**src/rtl/lcb_pkg.sv**
```systemverilog
package lcb_pkg;
  localparam int SEL_W = 3;
  localparam logic [SEL_W-1:0] LAST_NARROW = 3'd2;

  typedef enum logic [1:0] {
    OP_DEC = 2'b00,
    OP_TST = 2'b01,
    OP_INC = 2'b10,
    OP_BAD = 2'b11
  } lcb_op_e;

  typedef struct packed {
    lcb_op_e          op;
    logic             on_nonzero;
    logic             disp_sign;
    logic [SEL_W-1:0] sel;
  } lcb_ctl_t;
endpackage

```
**src/rtl/lcb_decode.sv**
```systemverilog
module lcb_decode
  import lcb_pkg::*;
(
  input  logic [7:0] ctrl,
  output lcb_ctl_t   fields,
  output logic       narrow,
  output logic       bad
);
  always_comb begin
    fields.op         = lcb_op_e'(ctrl[7:6]);
    fields.on_nonzero = ctrl[5];
    fields.disp_sign  = ctrl[4];
    fields.sel        = ctrl[SEL_W-1:0];
  end

  assign narrow = (fields.sel <= LAST_NARROW);
  assign bad    = (fields.op == OP_BAD);
endmodule

```
**src/rtl/lcb_counter.sv**
```systemverilog
module lcb_counter
  import lcb_pkg::*;
#(
  parameter int REG_W    = 16,
  parameter int NARROW_W = 8
) (
  input  lcb_op_e          op,
  input  logic             narrow,
  input  logic [REG_W-1:0] cur,
  output logic [REG_W-1:0] nxt,
  output logic             is_zero
);
  logic [REG_W-1:0] step;
  logic [REG_W-1:0] wide_nxt;

  always_comb begin
    case (op)
      OP_DEC:  step = '1;
      OP_INC:  step = REG_W'(1);
      default: step = '0;
    endcase
  end

  assign wide_nxt = cur + step;

  generate
    if (NARROW_W < REG_W) begin : g_split
      logic [NARROW_W-1:0] low_nxt;
      assign low_nxt = cur[NARROW_W-1:0] + step[NARROW_W-1:0];
      assign nxt     = narrow ? {{(REG_W-NARROW_W){1'b0}}, low_nxt} : wide_nxt;
      assign is_zero = narrow ? (low_nxt == '0) : (wide_nxt == '0);
    end else begin : g_flat
      logic unused_narrow;
      assign unused_narrow = narrow;
      assign nxt     = wide_nxt;
      assign is_zero = (wide_nxt == '0);
    end
  endgenerate
endmodule

```
**src/rtl/lcb_target.sv**
```systemverilog
module lcb_target #(
  parameter int PC_W   = 16,
  parameter int DISP_W = 8
) (
  input  logic [PC_W-1:0]   pc,
  input  logic              sign,
  input  logic [DISP_W-1:0] disp,
  output logic [PC_W-1:0]   target
);
  localparam int OFF_W = DISP_W + 1;

  logic [PC_W-1:0] offs;

  generate
    if (PC_W > OFF_W) begin : g_extend
      assign offs = {{(PC_W-OFF_W){sign}}, sign, disp};
    end else begin : g_trunc
      logic [OFF_W-1:0] full;
      assign full = {sign, disp};
      assign offs = full[PC_W-1:0];
    end
  endgenerate

  assign target = pc + offs;
endmodule

```
**src/rtl/lcb_unit.sv**
```systemverilog
module lcb_unit
  import lcb_pkg::*;
#(
  parameter int PC_W     = 16,
  parameter int REG_W    = 16,
  parameter int NARROW_W = 8,
  parameter int DISP_W   = 8
) (
  input  logic              clk,
  input  logic              rst,
  input  logic              start,
  input  logic [7:0]        ctrl,
  input  logic [DISP_W-1:0] disp,
  input  logic [PC_W-1:0]   pc_in,
  output logic [SEL_W-1:0]  rf_raddr,
  input  logic [REG_W-1:0]  rf_rdata,
  output logic              rf_we,
  output logic [SEL_W-1:0]  rf_waddr,
  output logic [REG_W-1:0]  rf_wdata,
  output logic [PC_W-1:0]   next_pc,
  output logic              taken,
  output logic              err,
  output logic              valid
);
  lcb_ctl_t         fields;
  logic             narrow;
  logic             bad;
  logic [REG_W-1:0] upd;
  logic             upd_zero;
  logic [PC_W-1:0]  target;
  logic             go;

  lcb_decode u_dec (
    .ctrl   (ctrl),
    .fields (fields),
    .narrow (narrow),
    .bad    (bad)
  );

  lcb_counter #(.REG_W(REG_W), .NARROW_W(NARROW_W)) u_cnt (
    .op      (fields.op),
    .narrow  (narrow),
    .cur     (rf_rdata),
    .nxt     (upd),
    .is_zero (upd_zero)
  );

  lcb_target #(.PC_W(PC_W), .DISP_W(DISP_W)) u_tgt (
    .pc     (pc_in),
    .sign   (fields.disp_sign),
    .disp   (disp),
    .target (target)
  );

  assign rf_raddr = fields.sel;
  assign go       = !bad && (fields.on_nonzero ? !upd_zero : upd_zero);

  always_ff @(posedge clk) begin
    if (rst) begin
      valid    <= 1'b0;
      err      <= 1'b0;
      taken    <= 1'b0;
      rf_we    <= 1'b0;
      rf_waddr <= '0;
      rf_wdata <= '0;
      next_pc  <= '0;
    end else begin
      valid <= start;
      err   <= start && bad;
      taken <= start && go;
      rf_we <= start && !bad;
      if (start) begin
        rf_waddr <= fields.sel;
        rf_wdata <= upd;
        next_pc  <= go ? target : pc_in;
      end
    end
  end
endmodule

```
**config.mk**
```make
export PLATFORM = sky130hd
export DESIGN_NAME = lcb_unit
export DESIGN_NICKNAME = d
export VERILOG_FILES = /design/src/rtl/lcb_pkg.sv /design/src/rtl/lcb_decode.sv /design/src/rtl/lcb_counter.sv /design/src/rtl/lcb_target.sv /design/src/rtl/lcb_unit.sv
export SDC_FILE = /design/constraint.sdc
export NUM_CORES = 1
export LEC_CHECK = 0
export BUFFER_PORTS_ARGS = -buffer_cell sky130_fd_sc_hd__buf_2
export CAP_MARGIN = 25
export CORE_ASPECT_RATIO = 1.1
export CORE_UTILIZATION = 58
export CTS_CLUSTER_SIZE = 16
export DETAILED_ROUTE_END_ITERATION = 16
export GPL_TIMING_DRIVEN = 0
export PLACE_DENSITY = 0.89
export SETUP_SLACK_MARGIN = 0.3
export SKIP_CTS_REPAIR_TIMING = 1
export SLEW_MARGIN = 10
export SYNTH_ARGS = -nofsm -noshare
export SYNTH_HDL_FRONTEND = slang
export SYNTH_SLANG_ARGS = --single-unit
```
**constraint.sdc**
```tcl
create_clock -name clk -period 6.9 [get_ports clk]
set_input_delay 2.07 -clock clk [delete_from_list [all_inputs] [get_ports clk]]
set_output_delay 2.07 -clock clk [all_outputs]
set_load 0.02 [all_outputs]
```
# Word level (Yosys, flattened, before mapping)
# Index checks and enable logic that the tools add are counted.
[totals]
ff_bits = 39
inputBits = 51
out_inout_bits = 42
elab_cells = 27
[op_classes]
add_sub_neg = 3
order_cmp = 1
eq_ne = 2
muxes = 5
reduce_logical = 9
[ops]
columns = ["cell", "n"]
rows = [
  ["$add 16x16->16", 2],
  ["$mux 16", 2],
  ["$pmux 16 s2", 1],
  ["$logic_not 16->1", 1],
  ["$add 8x8->8", 1],
  ["$logic_not 8->1", 1],
  ["$eq 2x2->1 const B", 2],
  ["$logic_and 1x1->1", 4],
  ["$le 3x2->1 const B", 1],
  ["$logic_not 1->1", 2],
  ["$logic_not 2->1", 1],
  ["$mux 1", 2],
]

# Logic depth before layout (Yosys ltp)
[depth]
word_depth = 9
ltp_mapped = 16
mapped_depth_nobuf = 12

# Hierarchy
# From an unflattened synthesis, not the netlist that was laid out.
[unflattened]
hier_cells = 389
area_unflattened_um2 = 3175.5
[by_module_without_submodules]
columns = ["mod", "instances", "cells_each", "area_each_um2", "seq_area_each_um2"]
rows = [
  ["lcb_unit", 1, 163, 1581.5, 780.7],
  ["lcb_counter", 1, 119, 802.0, 0.0],
  ["lcb_target", 1, 98, 724.4, 0.0],
  ["lcb_decode", 1, 9, 67.6, 0.0],
]

# Least setup slack after synthesis
# No wires, ideal clock.
[synth_path]
path_type = "input to register"
startpoint = "input ctrl[6]"
endpoint = "register next_pc[14]"
setup_ns = 0.129
arrival_ns = 5.237
required_time_ns = 6.771
slack_ns = 1.534
cell_stages = 16
path_buffers = 4
path_cell_list = "buf_6 -> or2_1 -> buf_6 -> buf_2 -> xnor2_1 -> ha_1 -> nand3_1 -> nor4_1 -> o221a_2 -> a2111oi_2 -> a211oi_2 -> nand4_2 -> mux2_4 -> buf_6 -> o41ai_1 -> a21oi_1"
[synth_via]
elab_chain_cells = 9
word_cells_on_any_way = 14
cone_classes = "add/sub: 2; eq/ne: 2; mux: 4; reduce/logical: 6"
[synth_lines]
columns = ["element", "line", "source"]
rows = [
  ["start: declaration", "lcb_unit.sv:12", "input logic [7:0] ctrl,"],
  ["$eq 2x2->1 or $logic_not 2->1 (tied branches)", "lcb_counter.sv:17", "case (op)"],
  ["$pmux 16 s2", "lcb_counter.sv:17", ""],
  ["$add 16x16->16 or $add 8x8->8 (tied branches)", "lcb_counter.sv:24, lcb_counter.sv:29", ""],
  ["$logic_not 16->1 or $logic_not 8->1 (tied branches)", "lcb_counter.sv:31", "assign is_zero = narrow ? (low_nxt == '0) : (wide_nxt == '0);"],
  ["$mux 1", "lcb_counter.sv:31", ""],
  ["$logic_not 1->1", "lcb_unit.sv:56", "assign go = !bad && (fields.on_nonzero ? !upd_zero : upd_zero);"],
  ["$mux 1", "lcb_unit.sv:56", ""],
  ["$logic_and 1x1->1 *", "lcb_unit.sv:56", ""],
  ["$mux 16 *", "lcb_unit.sv:75", "next_pc <= go ? target : pc_in;"],
  ["end signal: assignment", "lcb_unit.sv:75", ""],
  ["end: declaration", "lcb_unit.sv:20", "output logic [PC_W-1:0] next_pc,"],
]
# Mark *: on every way between the ends. The rest lies on a longest branch, timed or not.
# A chain may end at the register's enable or synchronous reset.

# Worst setup path after layout
[layout_path]
startpoint = "input ctrl[7]"
endpoint = "register next_pc[3]"
# Same word-level chain as after synthesis.

==> run_results.csv <==
group,metric,value,unit
grt,grt_max_degree,15,
cts,clk_pin_slew,0.08,ns
sta,tns,0,ns
route,m1WireLength,4.08,mm
placement,portBuffers,84,
grt,grt_pass1_vias,3551,
route,vias_per_cell,6.38,
logic_synthesis,synthArstFlopShare,0,%
outcome,outcome,"completed",
setup_path,endpoint_kind,"flop",
setup_path,arrival,5.90,ns
setup_path,cp_max_fo,10,
flow_run,cap_violations,0,
sta,finalHoldViolCount,0,
cells_and_area,antenna-diode-count,0,
setup_path,setup.worst_path.class,"input pin to flop",
logic_synthesis,synth_seq_cells,39,
placement,place.gp.congestion,0.924,
sta,setup_viol,0,
logic_synthesis,synth_most_common_cell,"nor2_1",
logic_synthesis,synth_ff_type,"dfxtp_1",
cts,root_buffer,"clkbuf_8",
sta,report.final.slew_viol_count,0,
route,drtIter0Drc,296,
sta,worst_slew_pin_slew,0.775,ns
grt,grt_pass1_wl,15.9,mm
cts,clkSinkCount,39,
floorplanning,core_area,5470,µm²
route,vias,3783,
sta,slew-limit-headroom,48.3,%
route,ant_nets,0,
sta,grt_setup_unrepaired,"false",
setup_path,cp-startpoint,"ctrl[7]",
floorplanning,rows,28,
route,totalWireLength,9.99,mm
route,top_layer,"met4",
power,pwr_density_cell,185,nW/µm²
cts,htreeDepth,2,
power,p_leak,0.00176,µW
logic_synthesis,synth.area.top_cells,"dfxtp_1 (23%), ha_1 (6.7%), nor2_1 (5.8%), xnor2_1 (4.4%), o21ai_0 (3.9%)",
floorplanning,die_y,81.7,µm
logic_synthesis,synthCells,426,
cells_and_area,nets,587,
logic_synthesis,synth-edff-count,0,
route,wl_met2,4.94,mm
route,dr.pass1.iters,6,
floorplanning,io_pins,93,
logic_synthesis,syn_area_per_cell,7.86,µm²
floorplanning,die_x,74.4,µm
cells_and_area,fin_cells,593,
logic_synthesis,synth_top_area_share,23.3,%
setup_path,cp.required,7.10,ns
power,ir_drop,0.110,mV
logic_synthesis,yosysSeqAreaShare,23.3,%
floorplanning,die-area,6080,µm²
route,dr_wl_met3,746,µm
route,drc,0,
logic_synthesis,synthTopCellsByCount,"nor2_1 (52), dfxtp_1 (39), o21ai_0 (26)",
placement,hpwlAfterDp,7.67,mm
cts,clockBufferDepth,2,
sta,finClkSkew,0,ns
logic_synthesis,synth_cell_types,74,
logic_synthesis,synth_warnings,0,
grt,antenna_found_initial,0,
floorplanning,start_util,61.3,%
cts,clkLatencyLatePin,0.30,ns
cells_and_area,drive_above_1_share,25.5,%
hold_path,hp-start,"rf_wdata[9]",
cts,cts_buffers,5,
cells_and_area,fin_util,73.2,%
cells_and_area,syn_to_final_growth,19.5,%
route,wl_per_cell,16.9,µm
sta,fmax,0.175,GHz
logic_synthesis,syn_nets,496,
cells_and_area,nFillCells,470,
logic_synthesis,synth.cell_area,3350,µm²
sta,fin_crit_sh,82.6,%
setup_path,r2r-start,"next_pc[15]",
grt,grt_remaining_overflow,0,
hold_path,hold_path.class,"flop to flop",
logic_synthesis,synth_largest_area_cell,"dfxtp_1",
sta,fin_crit,5.70,ns
setup_path,startpoint_type,"input pin",
cts,cts_tree,"yes",
placement,dp.cells,585,
grt,grt_use_total,33.1,%
sta,holdWs,0.468,ns
==> area by class of cell <==
class,instances,area (µm²),share of cell area (%)
inverter,17,63.8,1.59
multi-input combinational,341,2340,58.4
tap,75,93.8,2.34
clock inverter,3,71.3,1.78
timing repair buffer,84,420,10.5
buffer,29,168,4.19
sequential,39,781,19.5
clock buffer,5,68.8,1.72
==> cell families (layout without fill, tap and decap cells) <==
group | after synthesis | after routing | share of synthesized area [%]
flops | 39 | 39 | 23.3
simple gates | 155 | 155 | 24.0
buf+inv | 46 | 138 | 6.91
compound gates | 134 | 134 | 28.6
fa+ha+maj | 19 | 19 | 7.32
xor+xnor | 21 | 21 | 5.72
mux | 12 | 12 | 4.11
==> through the flow <==
step	setup WS, ns	power [µW]	instance area (µm²)
2_1_floorplan	1.53	426	3350
3_3_place_gp	1.01	491	3860
3_5_place_dp	0.983	500	3860
4_1_cts	1.27	738	4000
5_1_grt	0.942	775	4000
6_report	1.20	741	4000
==> metal layers <==
| metal | up-vias | global-route usage (%) |
|---|---|---|
| met1 | 1778 | 39.3 |
| li1 | 1765 | - |
| met4 | 0 | 12.3 |
| met3 | 33 | 4.79 |
| met5 | - | 0 |
| met2 | 207 | 59.7 |
==> state kept, by name, indices dropped and copies added (netlist names) <==
register  flops
err           1
next_pc      16
rf_we         1
rf_waddr      3
valid         1
rf_wdata     16
taken         1
==> critical path, cell delays in order <==
cell       delay [ns]
buf_2            0.15
or2_1            0.22
buf_6            0.14
buf_2            0.19
xnor2_1          0.16
ha_1             0.35
nand3_1          0.18
nor4_1           0.68
a2111oi_1        0.11
a2111oi_2        0.46
a211oi_2         0.07
nand4_2          0.19
mux2i_4          0.37
buf_6            0.20
nand3_1          0.08
a311oi_1         0.27
==> worst paths after layout <==
kind | slack (ns) | depth (start not counted) | endpoint
worst max-delay path | 1.20 | 16 | next_pc[3]
worst min-delay path | 0.47 | 2 | rf_wdata[9]
worst max register to register | 6.10 | 3 | next_pc[15]
worst min register to register | 0.47 | 2 | rf_wdata[9]
==> power breakdown <==
| part | internal, µW | leakage [µW] | switching, µW |
|---|---|---|---|
| Combinational | 97.6 | 0.00137 | 152 |
| Clock | 147 | 0.0000703 | 93.1 |
| Sequential | 242 | 0.000322 | 9.40 |
| Total | 487 | 0.00176 | 255 |
==> placed cells by master, fill, tap and decap left out, drive strengths merged, types with 3 or more instances in the layout <==
cell and instances:
mux2i 11, a311oi 13, a31oi 7, nor4 9
and2 5, o2111ai 3, ha 18, and3 4
o21ai 32, a21o 4, o21bai 3, nand3b 3
nor2b 4, or2 6, xnor2 18, nand3 23
nor3 14, nor2 52, o31ai 5, nand4 3
clkbuf 17, or3 6, o21a 6, a211oi 4
buf 101, a21oi 21, o211ai 5, xor2 3
nand2 18, inv 16, nand2b 4, a22oi 5
dfxtp 39
Note: power is estimated with default switching activity, not from simulation.
